`config.mk`:
```
export PLATFORM = sky130hd
export DESIGN_NAME = mft_timer
export DESIGN_NICKNAME = d
export VERILOG_FILES = /design/src/rtl/mft_pkg.sv /design/src/rtl/mft_chain.sv /design/src/rtl/mft_rti_tap.sv /design/src/rtl/mft_regs.sv /design/src/rtl/mft_timer.sv
export SDC_FILE = /design/constraint.sdc
export NUM_CORES = 1
export LEC_CHECK = 0
export BUFFER_PORTS_ARGS = -buffer_cell sky130_fd_sc_hd__buf_2
export CAP_MARGIN = 25
export CORE_MARGIN = 4
export CORE_UTILIZATION = 30
export DETAILED_ROUTE_END_ITERATION = 8
export SKIP_LAST_GASP = 1
export SYNTH_ARGS = -nofsm -noshare
export SYNTH_HDL_FRONTEND = slang
export SYNTH_HIERARCHICAL = 1
export SYNTH_SLANG_ARGS = --single-unit
```
`constraint.sdc`:
```
create_clock -name clk -period 1.3 [get_ports clk]
set_input_delay 0.13 -clock clk [delete_from_list [all_inputs] [get_ports clk]]
set_output_delay 0.13 -clock clk [all_outputs]
set_load 0.02 [all_outputs]
```
`src/rtl/mft_pkg.sv`:
```
package mft_pkg;
    localparam int DATA_W = 8;

    // register addresses
    localparam int ADDR_CTRL  = 0;
    localparam int ADDR_COUNT = 1;

    // control/status bit positions
    localparam int B_OVF_FLAG = 7;
    localparam int B_RTI_FLAG = 6;
    localparam int B_OVF_EN   = 5;
    localparam int B_RTI_EN   = 4;
    localparam int B_OVF_ACK  = 3;
    localparam int B_RTI_ACK  = 2;
    localparam int B_RSEL_HI  = 1;
    localparam int B_RSEL_LO  = 0;
    localparam int RSEL_FIELD_W = B_RSEL_HI - B_RSEL_LO + 1;
endpackage

```
`src/rtl/mft_chain.sv`:
```
module mft_chain #(
    parameter int CNT_W   = 8,
    parameter int CHAIN_W = 13
) (
    input  logic               clk,
    input  logic               rst_n,
    input  logic               tick,
    output logic [CNT_W-1:0]   cnt,
    output logic [CHAIN_W-1:0] chain,
    output logic               ovf_evt
);
    typedef struct packed {
        logic [CNT_W-1:0]   cnt;
        logic [CHAIN_W-1:0] chain;
    } chain_st_t;

    chain_st_t st_d, st_q;

    always_comb begin
        st_d    = st_q;
        ovf_evt = 1'b0;
        if (tick) begin
            st_d.cnt   = st_q.cnt + CNT_W'(1);
            st_d.chain = st_q.chain + CHAIN_W'(1);
            ovf_evt    = &st_q.cnt;
        end
    end

    always_ff @(posedge clk or negedge rst_n) begin
        if (!rst_n) begin
            st_q <= '0;
        end else begin
            st_q <= st_d;
        end
    end

    assign cnt   = st_q.cnt;
    assign chain = st_q.chain;
endmodule

```
`src/rtl/mft_rti_tap.sv`:
```
module mft_rti_tap #(
    parameter int TAP_BASE = 10,
    parameter int TAP_N    = 4,
    parameter int CHAIN_W  = TAP_BASE + TAP_N - 1,
    parameter int RSEL_W   = $clog2(TAP_N)
) (
    input  logic               tick,
    input  logic [CHAIN_W-1:0] chain,
    input  logic [RSEL_W-1:0]  rsel,
    output logic               rti_evt
);
    logic [TAP_N-1:0] tap_evt;

    // Stage i is chain bit k = TAP_BASE-1+i. It rises when the increment
    // carries into it: bit k low and every bit below it high.
    for (genvar i = 0; i < TAP_N; i++) begin : g_tap
        localparam int K = TAP_BASE - 1 + i;
        assign tap_evt[i] = tick & ~chain[K] & (&chain[K-1:0]);
    end

    always_comb begin
        rti_evt = tap_evt[rsel];
    end
endmodule

```
`src/rtl/mft_regs.sv`:
```
module mft_regs #(
    parameter int CNT_W  = 8,
    parameter int ADDR_W = 2,
    parameter int RSEL_W = 2
) (
    input  logic                       clk,
    input  logic                       rst_n,
    input  logic                       we,
    input  logic                       rd_en,
    input  logic [ADDR_W-1:0]          addr,
    input  logic [mft_pkg::DATA_W-1:0] wdata,
    input  logic [CNT_W-1:0]           cnt,
    input  logic                       ovf_evt,
    input  logic                       rti_evt,
    output logic [RSEL_W-1:0]          rsel,
    output logic                       ovf_flag,
    output logic                       rti_flag,
    output logic                       ovf_en,
    output logic                       rti_en,
    output logic [mft_pkg::DATA_W-1:0] rd_data,
    output logic                       irq
);
    import mft_pkg::*;

    typedef struct packed {
        logic              ovf_flag;
        logic              rti_flag;
        logic              ovf_en;
        logic              rti_en;
        logic [RSEL_W-1:0] rsel;
        logic [DATA_W-1:0] rd_data;
    } reg_st_t;

    reg_st_t st_d, st_q;

    logic              wr_ctrl;
    logic              sel_ctrl;
    logic              sel_count;
    logic [DATA_W-1:0] ctrl_view;
    logic [DATA_W-1:0] read_mux;
    logic              unused_wbits;

    assign unused_wbits = ^{wdata[B_OVF_FLAG], wdata[B_RTI_FLAG]};

    assign sel_ctrl  = (addr == ADDR_W'(ADDR_CTRL));
    assign sel_count = (addr == ADDR_W'(ADDR_COUNT));
    assign wr_ctrl   = we & sel_ctrl;

    always_comb begin
        ctrl_view = '0;
        ctrl_view[B_OVF_FLAG] = st_q.ovf_flag;
        ctrl_view[B_RTI_FLAG] = st_q.rti_flag;
        ctrl_view[B_OVF_EN]   = st_q.ovf_en;
        ctrl_view[B_RTI_EN]   = st_q.rti_en;
        ctrl_view[B_RSEL_HI:B_RSEL_LO] = RSEL_FIELD_W'(st_q.rsel);
    end

    always_comb begin
        if (sel_ctrl) begin
            read_mux = ctrl_view;
        end else if (sel_count) begin
            read_mux = DATA_W'(cnt);
        end else begin
            read_mux = '0;
        end
    end

    always_comb begin
        st_d = st_q;

        // flags: a set event wins over a same-cycle acknowledge
        if (ovf_evt) begin
            st_d.ovf_flag = 1'b1;
        end else if (wr_ctrl && wdata[B_OVF_ACK]) begin
            st_d.ovf_flag = 1'b0;
        end

        if (rti_evt) begin
            st_d.rti_flag = 1'b1;
        end else if (wr_ctrl && wdata[B_RTI_ACK]) begin
            st_d.rti_flag = 1'b0;
        end

        if (wr_ctrl) begin
            st_d.ovf_en = wdata[B_OVF_EN];
            st_d.rti_en = wdata[B_RTI_EN];
            st_d.rsel   = RSEL_W'(wdata[B_RSEL_HI:B_RSEL_LO]);
        end

        if (rd_en) begin
            st_d.rd_data = read_mux;
        end
    end

    always_ff @(posedge clk or negedge rst_n) begin
        if (!rst_n) begin
            st_q <= '0;
        end else begin
            st_q <= st_d;
        end
    end

    assign rsel     = st_q.rsel;
    assign ovf_flag = st_q.ovf_flag;
    assign rti_flag = st_q.rti_flag;
    assign ovf_en   = st_q.ovf_en;
    assign rti_en   = st_q.rti_en;
    assign rd_data  = st_q.rd_data;
    assign irq      = (st_q.ovf_flag & st_q.ovf_en) | (st_q.rti_flag & st_q.rti_en);
endmodule

```
`src/rtl/mft_timer.sv`:
```
module mft_timer #(
    parameter int CNT_W    = 8,
    parameter int TAP_BASE = 10,
    parameter int TAP_N    = 4,
    parameter int ADDR_W   = 2
) (
    input  logic                       clk,
    input  logic                       rst_n,
    input  logic                       tick,
    input  logic                       we,
    input  logic                       rd_en,
    input  logic [ADDR_W-1:0]          addr,
    input  logic [mft_pkg::DATA_W-1:0] wdata,
    output logic [mft_pkg::DATA_W-1:0] rd_data,
    output logic                       irq
);
    localparam int CHAIN_W = TAP_BASE + TAP_N - 1;
    localparam int RSEL_W  = $clog2(TAP_N);

    logic [CNT_W-1:0]   cnt;
    logic [CHAIN_W-1:0] chain;
    logic [RSEL_W-1:0]  rsel;
    logic               ovf_evt;
    logic               rti_evt;
    logic               ovf_flag;
    logic               rti_flag;
    logic               ovf_en;
    logic               rti_en;

    mft_chain #(
        .CNT_W   (CNT_W),
        .CHAIN_W (CHAIN_W)
    ) u_chain (
        .clk     (clk),
        .rst_n   (rst_n),
        .tick    (tick),
        .cnt     (cnt),
        .chain   (chain),
        .ovf_evt (ovf_evt)
    );

    mft_rti_tap #(
        .TAP_BASE (TAP_BASE),
        .TAP_N    (TAP_N),
        .CHAIN_W  (CHAIN_W),
        .RSEL_W   (RSEL_W)
    ) u_tap (
        .tick    (tick),
        .chain   (chain),
        .rsel    (rsel),
        .rti_evt (rti_evt)
    );

    mft_regs #(
        .CNT_W  (CNT_W),
        .ADDR_W (ADDR_W),
        .RSEL_W (RSEL_W)
    ) u_regs (
        .clk      (clk),
        .rst_n    (rst_n),
        .we       (we),
        .rd_en    (rd_en),
        .addr     (addr),
        .wdata    (wdata),
        .cnt      (cnt),
        .ovf_evt  (ovf_evt),
        .rti_evt  (rti_evt),
        .rsel     (rsel),
        .ovf_flag (ovf_flag),
        .rti_flag (rti_flag),
        .ovf_en   (ovf_en),
        .rti_en   (rti_en),
        .rd_data  (rd_data),
        .irq      (irq)
    );
endmodule

```
==> results.json, run 1 <==
{
  "run_status": "finished, violations left",
  "violations": "setup timing",
  "comb_power_share": 0.250,
  "antenna_found_initial": 0,
  "layout_setup_ws_ps": -107,
  "core_um2": 5170,
  "grt_pass1_wl_um": 5090,
  "r2r_end": "u_regs/rti_flag$_DFFE_PN0P_",
  "fmax_ghz": 0.711,
  "io_pins": 24,
  "drc": 0,
  "worstSetupPathType": "flop to flop",
  "synth-edff-count": 0,
  "sequentialPowerShare": 0.474,
  "numCtsBuffers": 5,
  "gp_congestion": 0.711,
  "grt_pass1_vias": 1139,
  "clk_pin_slew_worst_paths_ps": 80,
  "stdcell_count": 253,
  "finalSetupViolCount": 1,
  "cp-startpoint": "u_regs/rsel[0]$_DFFE_PN0N_",
  "fin_hold_ws_ps": 20.6,
  "final_nets": 199,
  "maxCapViolCount": 0,
  "timing.final.crit_period_ps": 1410,
  "r2r-start": "u_regs/rsel[0]$_DFFE_PN0N_",
  "drive_above_1_share": 0.344,
  "synth-seq-area-share": 0.537,
  "yosysUniqueCellTypes": 33,
  "cts-root-buf": "clkbuf_8",
  "synth-simple-area-share": 0.158,
  "firstDrtPassIters": 4,
  "synth_top_area_frac": 0.537,
  "area_growth_pct": 26.4,
  "crit_fanout": 7,
  "end_kind": "flop",
  "p_sw_frac": 0.310,
  "dp_hpwl_um": 2190,
  "synth_area_per_cell_um2": 11.6,
  "start_kind": "flop",
  "cts_tree": "built",
  "cts_max_path_buffers": 2,
  "endpoint": "u_regs/rti_flag$_DFFE_PN0P_",
  "synthAdderAreaFrac": 0.0153,
  "netlist_top_cells_area": "dfrtp_1, xor2_1, xnor2_1",
  "relSlewSlack": 0.702,
  "worst_ep_arrival_time_ps": 1620,
  "fin_skew_ps": 11.8,
  "rr_worst_depth": 5,
  "multi_input_area_um2": 703,
  "synth_common_cells": "dfrtp_1, inv_1, nand2_1, xor2_1, xnor2_1",
  "cts_sinks": 35,
  "synthArstFlopShare": 1.00,
  "timing.final.crit_share": 1.08,
  "rsz0062_at_grt": "true",
  "hp-class": "input pin to flop",
  "grt_use_total": 0.0997,
  "intPower_uw": 2420,
  "ctsHtreeMaxLevel": 2,
  "ant_nets": 0,
  "worstMarginPinSlew_ps": 447,
  "synth-xor-area-share": 0.102,
  "power.density_nw_per_um2": 1700,
  "cp_data_required_time_ps": 1520,
  "std_cell_rows": 26,
  "hold_viol_final": 0,
  "synth_flop_cell": "dfrtp_1",
  "synth_most_common_cell": "dfrtp_1",
  "fillers": 516,
  "num_antenna_cells": 0,
  "maxSlewViolCount": 0,
  "avgViaCountPerCell": 4.59,
  "syn_inst": 140,
  "fp.dieArea_um2": 6680,
  "synth_warnings": 6,
  "placed_cells": 241,
  "synth_mux_area_frac": 0.0783,
  "insertion_delay_ps": 290,
  "grt_overflow": 0,
  "syn-num-nets": 157,
  "synth_top_family_by_area": "simple AND/OR/NAND/NOR gates",
  "p_sw_uw": 1090,
  "drt_iter0_markers": 30,
  "reg2reg_slack_ps": -110,
  "io_buffer_count": 21,
  "leakage_uw": 0.000962,
  "synth-compound-area-share": 0.0675,
  "vias": 1162,
  "clock_power_share": 0.277,
  "ys_ff_latch": 35,
  "wire_per_inst_um": 11.9,
  "final-seq-area_um2": 877,
  "synth_largest_area_cell": "dfrtp_1",
  "power.total_uw": 3500,
  "initial_core_util": 0.315,
  "dieHeight_um": 81.7,
  "grt_max_degree": 36,
  "synth_area_um2": 1630,
  "drt-total-wl_um": 3020,
  "die_x_um": 81.7,
  "vdd_ir_drop_max_mv": 0.873
}
==> flip-flops by register name, summed over array words and instances (netlist names) <==
register         cells
u_chain/chain       13
u_chain/cnt          8
u_regs/ovf_en        1
u_regs/ovf_flag      1
u_regs/rd_data       8
u_regs/rsel          2
u_regs/rti_en        1
u_regs/rti_flag      1
==> routing by layer <==
| metal | part of all wire | vias up | GRT usage |
|---|---|---|---|
| met5 | 0 | - | 0 |
| met4 | 0.010 | 0 | 0.0299 |
| met3 | 0.055 | 4 | 0.0329 |
| met2 | 0.46 | 27 | 0.165 |
| met1 | 0.47 | 565 | 0.123 |
| li1 | - | 566 | - |
==> worst min-delay path by stage <==
stage	cells after the start	from	slack, ps	endpoint
finish	2	wdata[3]	20	u_regs/ovf_flag$_DFFE_PN0P_
global route	2	wdata[3]	20	u_regs/ovf_flag$_DFFE_PN0P_
global placement	2	rst_n	190	u_regs/rd_data[2]$_DFFE_PN0P_
floorplan	0	rst_n	-170	u_chain/chain[0]$_DFFE_PN0P_
CTS	2	wdata[3]	10	u_regs/ovf_flag$_DFFE_PN0P_
detailed placement	2	rst_n	200	u_regs/rd_data[3]$_DFFE_PN0P_
==> power by group through the flow <==
stage          clock network [uW]  logic (uW)  registers, uW
3_3_place_gp                    0         783           1680
6_report                      969         874           1660
5_1_grt                      1050         987           1710
2_1_floorplan                   0         474           1680
4_1_cts                      1010         809           1670
3_5_place_dp                    0         802           1690
==> kinds of logic after synthesis <==
group,Yosys count
and+or+nand+nor,42
muxes,12
xor gates and xnor gates,19
AOI/OAI and AO/OA,15
DFF,35
adders and majority gates,2
buffers and inverters,15
==> critical path, cell delays in order (launching register included) <==
cell	delay, ps
dfrtp_2	450
nor3b_2	160
o21bai_1	80
a2111oi_2	390
inv_1	90
a31oi_2	170
==> cell type report <==
class / count / area share
clock buffer: 5 / 0.0334
clock inverter: 3 / 0.0213
inverter: 12 / 0.0219
multi-input combinational: 90 / 0.341
sequential: 35 / 0.426
tap: 70 / 0.0425
timing repair buffer: 38 / 0.114
==> cells in the final DEF (no fill, tap or decap), drive strengths merged <==
cell type / count
mux2: 6
o22ai: 8
o211ai: 1
xnor2: 9
nand2: 10
clkbuf: 5
nor3: 4
nand3: 5
buf: 37
clkinv: 2
nand2b: 1
nor2: 7
a31oi: 2
ha: 2
inv: 12
nor3b: 2
xor2: 10
mux2i: 6
bufinv: 1
nand4: 6
dfrtp: 35
nor4: 2
a2111oi: 1
and4: 1
a22o: 1
dlygate4sd3: 1
and3: 1
or2b: 1
o2bb2ai: 1
nor2b: 1
and3b: 1
o21bai: 1
==> timing repair <==
action,in CTS,in global routing
gates resized for setup,1,3
pin swaps,1,7
buffers inserted,0,3
setup endpoints to repair,1,5
hold endpoints to repair,35,0
hold buffers,1,0
==> metrics by stage <==
stage / worst slack [ps] / util / area, um^2 / setup TNS (ps)
after CTS: -118 / 0.392 / 2030 / -118
after floorplan: -8.82 / - / 1640 / -8.82
after global routing: -268 / 0.398 / 2060 / -309
after global placement: -77.8 / 0.368 / 1900 / -77.8
final: -107 / 0.398 / 2060 / -107
after detailed placement: -132 / 0.368 / 1900 / -132
Power figures use the tool's default switching activity.
==> run 2, diff against run 1 <==
--- a/config.mk
+++ b/config.mk
@@ -5,8 +5,10 @@
 export SDC_FILE = /design/constraint.sdc
 export NUM_CORES = 1
 export LEC_CHECK = 0
+export ABC_AREA = 1
 export BUFFER_PORTS_ARGS = -buffer_cell sky130_fd_sc_hd__buf_2
 export CAP_MARGIN = 25
+export CORE_ASPECT_RATIO = 1.1
 export CORE_MARGIN = 4
 export CORE_UTILIZATION = 30
 export DETAILED_ROUTE_END_ITERATION = 8
==> results.json, run 2 <==
{
  "numCtsBuffers": 5,
  "finalSetupViolCount": 0,
  "r2r-start": "u_chain/chain[0]$_DFFE_PN0P_",
  "gp_congestion": 0.766,
  "antenna_found_initial": 0,
  "synth_area_per_cell_um2": 8.08,
  "drive_above_1_share": 0.202,
  "timing.final.crit_share": 0.927,
  "holdPathStages": 3,
  "mostFrequentLayoutCells": "nand2_1, dfrtp_1, inv_1",
  "drt_iter0_markers": 46,
  "grt_pass1_vias": 1437,
  "p_sw_frac": 0.339,
  "synth-edff-count": 0,
  "final_common_cell": "nand2_1",
  "rr_worst_depth": 5,
  "cts_max_path_buffers": 2,
  "grt_overflow": 0,
  "run_status": "complete, no violations",
  "worst_ep_arrival_time_ps": 1080,
  "hold_start": "wdata[0]",
  "synth_mux_area_frac": 0,
  "timing.final.crit_period_ps": 1210,
  "crit_fanout": 3,
  "io_pins": 24,
  "io_buffer_count": 21,
  "die_x_um": 82.2,
  "p_sw_uw": 1120,
  "cts_sinks": 35,
  "ant_nets": 0,
  "synth_top_family_by_area": "simple AND/OR/NAND/NOR gates",
  "reg2reg_slack_ps": 130,
  "syn-num-nets": 242,
  "r2r_end": "u_chain/chain[10]$_DFFE_PN0P_",
  "sequentialPowerShare": 0.487,
  "cts-root-buf": "clkbuf_8",
  "hold_viol_final": 0,
  "worstSetupPathType": "flop to output pin",
  "drt-total-wl_um": 3550,
  "area_growth_pct": 17.3,
  "synthArstFlopShare": 1.00,
  "cts_tree": "built",
  "initial_core_util": 0.311,
  "grt_max_degree": 20,
  "synth-simple-area-share": 0.334,
  "synth_common_cells": "nand2_1, dfrtp_1, inv_1",
  "core_um2": 5840,
  "yosysUniqueCellTypes": 26,
  "grt_pass1_wl_um": 6310,
  "avgViaCountPerCell": 4.37,
  "firstDrtPassIters": 4,
  "clk_pin_slew_worst_paths_ps": 70,
  "final_nets": 273,
  "intPower_uw": 2180,
  "cp_data_required_time_ps": 1170,
  "ys_ff_latch": 35,
  "drc": 0,
  "stdcell_count": 334,
  "synth_largest_area_cell": "dfrtp_1",
  "vdd_ir_drop_max_mv": 0.543,
  "insertion_delay_ps": 290,
  "largest_reg_flops": 13,
  "dp_hpwl_um": 2700,
  "end_kind": "output pin",
  "fin_hold_ws_ps": 84.1,
  "min_to": "u_regs/rsel[0]$_DFFE_PN0N_",
  "vias": 1459,
  "fmax_ghz": 0.830,
  "start_kind": "flop",
  "synthAdderAreaFrac": 0.0138,
  "synth-compound-area-share": 0.0200,
  "syn_inst": 225,
  "maxCapViolCount": 0,
  "leakage_uw": 0.00117,
  "maxSlewViolCount": 0,
  "wire_per_inst_um": 10.6,
  "hp-class": "input pin to flop",
  "fin_skew_ps": 4.79,
  "fin_util": 0.365,
  "synth_flop_cell": "dfrtp_1",
  "dieHeight_um": 89.6,
  "num_antenna_cells": 0,
  "cp-startpoint": "u_regs/rti_flag$_DFFE_PN0P_",
  "power.density_nw_per_um2": 1550,
  "synth-xor-area-share": 0.0626,
  "synth_top_area_frac": 0.482,
  "netlist_top_cells_area": "dfrtp_1, nand2_1, nand3_1",
  "clock_power_share": 0.263,
  "grt_use_total": 0.114,
  "post-cts-setup-buffers": 0,
  "synth_warnings": 6,
  "rsz0062_at_grt": "false",
  "ctsHtreeMaxLevel": 2,
  "relSlewSlack": 0.709,
  "comb_power_share": 0.251,
  "setup_tns_ps": 0,
  "placed_cells": 325,
  "worstMarginPinSlew_ps": 437,
  "std_cell_rows": 29,
  "synth_area_um2": 1820,
  "synth_most_common_cell": "nand2_1",
  "fp.dieArea_um2": 7370,
  "synth-seq-area-share": 0.482
}
==> run 2: cell types whose count changed after synthesis, moves of 5 or more <==
cell	previous run	this run
nand3_1	3	22
xnor2_1	9	2
inv_1	12	24
nand2_2	0	5
o22ai_1	8	0
nand2_1	10	85
mux2i_1	6	0
mux2_2	6	0
inv_2	0	5
==> run 2: worst max path at each step <==
stage	endpoint	slack [ps]	cells past startpoint
after floorplan	u_chain/chain[10]$_DFFE_PN0P_	130	5
after CTS	u_chain/chain[10]$_DFFE_PN0P_	80	5
after detailed placement	u_chain/chain[10]$_DFFE_PN0P_	90	5
after global routing	u_regs/ovf_flag$_DFFE_PN0P_	0.9	7
final	irq	90	2
after global placement	u_chain/chain[10]$_DFFE_PN0P_	100	5
==> run 2: what timing repair did <==
action / in CTS / in global routing
endpoints found under the setup margin: 0 / 1
hold buffers: 1 / 0
endpoints found under the hold margin: 17 / 0
resized for setup: 0 / 1
==> run 2: cells by family (layout without fill, tap and decap cells) <==
family	Yosys count	after routing
adder cells (fa/ha/maj)	2	2
AND/OR/NAND/NOR	135	135
XOR/XNOR	13	13
buffers and inverters	34	66
flip-flops	35	35
AO/OA/AOI/OAI	6	6
==> run 2: layout make-up <==
class                      count  area (um^2)
clock buffer                   8          100
fill                         606         3710
inverter                      30          113
multi-input combinational    156          787
sequential                    35          876
tap                           77         96.3
timing repair buffer          28          160
==> run 2: worst max-delay path: stages, from the launching register on <==
cell,delay (ps)
dfrtp_1,400
a22o_1,230
buf_2,150
==> run 2: metal layers <==
layer / wire (um) / global-route usage / up-vias
met5: 0 / 0 / -
met4: 80 / 0.0589 / 0
met3: 152 / 0.0339 / 5
met2: 1720 / 0.190 / 19
met1: 1600 / 0.131 / 683
li1: - / - / 752
==> run 2: power by group through the flow <==
stage,combinational [uW],clock [uW],sequential (uW)
2_1_floorplan,509,0,1640
5_1_grt,971,935,1650
4_1_cts,837,900,1610
6_report,827,866,1610
3_3_place_gp,814,0,1620
3_5_place_dp,826,0,1630
==> run 2: through the flow <==
stage | setup WS (ps) | instance area (um^2) | power (uW)
2_1_floorplan | 128 | 1820 | 2150
3_3_place_gp | 95.8 | 2020 | 2440
3_5_place_dp | 85.2 | 2020 | 2460
4_1_cts | 75.2 | 2130 | 3350
5_1_grt | 0.923 | 2130 | 3560
6_report | 94.8 | 2130 | 3300
==> run 3, diff against run 2 <==
--- a/config.mk
+++ b/config.mk
@@ -12,6 +12,7 @@
 export CORE_MARGIN = 4
 export CORE_UTILIZATION = 30
 export DETAILED_ROUTE_END_ITERATION = 8
+export PLACE_DENSITY_LB_ADDON = 0.2
 export SKIP_LAST_GASP = 1
 export SYNTH_ARGS = -nofsm -noshare
 export SYNTH_HDL_FRONTEND = slang
==> results.json, run 3 (synthesis results as in run 2) <==
{
  "avgViaCountPerCell": 4.21,
  "timing.final.crit_share": 0.949,
  "vdd_ir_drop_max_mv": 0.701,
  "gp_congestion": 0.765,
  "ctsHtreeMaxLevel": 2,
  "dp_slack_ps": 77.3,
  "min_to": "u_regs/rsel[1]$_DFFE_PN0N_",
  "ant_nets": 0,
  "cts-root-buf": "clkbuf_8",
  "drt-total-wl_um": 3560,
  "grt_overflow": 0,
  "vias": 1406,
  "cts_tree": "built",
  "drc": 0,
  "insertion_delay_ps": 280,
  "final-seq-area_um2": 876,
  "cts_max_path_buffers": 2,
  "multi_input_area_um2": 787,
  "cp-startpoint": "u_regs/rti_flag$_DFFE_PN0P_",
  "power.density_nw_per_um2": 1580,
  "numCtsBuffers": 5,
  "rr_worst_depth": 7,
  "layout_setup_ws_ps": 66.1,
  "grt_use_met2": 0.181,
  "worst_ep_arrival_time_ps": 1100,
  "end_kind": "output pin",
  "final_nets": 273,
  "fmax_ghz": 0.810,
  "fin_hold_ws_ps": 94.0,
  "cp_data_required_time_ps": 1170,
  "dieHeight_um": 89.6,
  "leakage_uw": 0.00119,
  "stdcell_count": 334,
  "antenna_found_initial": 0,
  "fillers": 612,
  "hold_start": "wdata[1]",
  "crit_fanout": 3,
  "relSlewSlack": 0.801,
  "dp_hpwl_um": 2580,
  "io_buffer_count": 21,
  "drive_above_1_share": 0.206,
  "drt_iter0_markers": 91,
  "start_kind": "flop",
  "num_antenna_cells": 0,
  "maxCapViolCount": 0,
  "std_cell_rows": 29,
  "hp-class": "input pin to flop",
  "maxSlewViolCount": 0,
  "worstMarginPinSlew_ps": 298,
  "timing.final.crit_period_ps": 1230,
  "grt_util_met1": 0.136,
  "finalSetupViolCount": 0,
  "worstSetupPathType": "flop to output pin",
  "r2r_end": "u_regs/ovf_flag$_DFFE_PN0P_",
  "io_pins": 24,
  "core_um2": 5840,
  "area_growth_pct": 18.7,
  "hold_viol_final": 0,
  "globalRouteMet3Util": 0.0359,
  "placed_cells": 324,
  "firstDrtPassIters": 4,
  "grt_pass1_wl_um": 6220,
  "grt_max_degree": 36,
  "reg2reg_slack_ps": 110,
  "clk_pin_slew_worst_paths_ps": 70,
  "die_x_um": 82.2,
  "grt_use_total": 0.112,
  "r2r-start": "u_chain/cnt[1]$_DFFE_PN0P_",
  "grt_pass1_vias": 1408,
  "cts_sinks": 35,
  "final_common_cell": "nand2_1",
  "fp.dieArea_um2": 7370,
  "mostFrequentLayoutCells": "nand2_1, dfrtp_1, inv_1",
  "grt_busiest_layer": "met2",
  "holdPathStages": 3,
  "wire_per_inst_um": 10.7,
  "run_status": "complete, no violations",
  "initial_core_util": 0.311,
  "largest_reg_flops": 13,
  "fin_skew_ps": 6.12
}
-- run 3: cell count changes in the layout (fill, tap and decap cells not counted) --
| cell | before | now |
|---|---|---|
| clkinv_4 | 0 | 1 |
| clkbuf_8 | 7 | 5 |
| buf_4 | 6 | 5 |
| buf_12 | 0 | 1 |
| clkbuf_1 | 1 | 0 |
| bufinv_16 | 0 | 1 |
| clkinv_2 | 0 | 1 |
-- run 3: final cells by class --
class | instances | area share
Multi-Input combinational cell | 156 | 0.365
Clock inverter | 3 | 0.0203
Sequential cell | 35 | 0.406
Timing Repair Buffer | 28 | 0.0800
Clock buffer | 5 | 0.0319
Inverter | 30 | 0.0522
Tap cell | 77 | 0.0447
-- run 3: worst max path at each step --
stage,endpoint,slack [ps],depth (start not counted)
2_1_floorplan,u_chain/chain[10]$_DFFE_PN0P_,130,5
3_3_place_gp,u_chain/chain[10]$_DFFE_PN0P_,90,5
3_5_place_dp,u_chain/chain[10]$_DFFE_PN0P_,80,5
4_1_cts,irq,30,2
5_1_grt,u_chain/chain[12]$_DFFE_PN0P_,-7,6
6_report,irq,70,2
-- run 3: through the flow --
| step | TNS [ps] | cell area (um^2) | utilization | total power [uW] |
|---|---|---|---|---|
| after floorplan | 0 | 1820 | - | 2150 |
| after global placement | 0 | 2020 | 0.346 | 2450 |
| after detailed placement | 0 | 2020 | 0.346 | 2460 |
| after CTS | 0 | 2140 | 0.367 | 3470 |
| after global routing | -7.44 | 2160 | 0.369 | 3670 |
| final | 0 | 2160 | 0.369 | 3420 |
-- run 3: timing repair --
item / CTS / global route
hold buffers: 1 / 0
hold endpoints to repair: 35 / 0
resized for setup: 0 / 1
setup endpoints to repair: 0 / 4
setup buffers: 0 / 1
-- run 3: critical path, cell delays in order, from the launching register on --
cell and delay, ps:
dfrtp_1 400, a22o_1 260, buf_2 170
-- run 3: per-layer routing --
metal  routed length, um  vias to the layer above
met5                   0                        -
li1                    -                      758
met1                1690                      629
met3                 143                        4
met2                1680                       15
met4                  40                        0
-- run 3: report_power, final --
part / internal, uW / leakage [uW] / switching, uW
sequential: 1350 / 0.000436 / 262
combinational: 354 / 0.000692 / 481
clock: 571 / 0.0000581 / 405
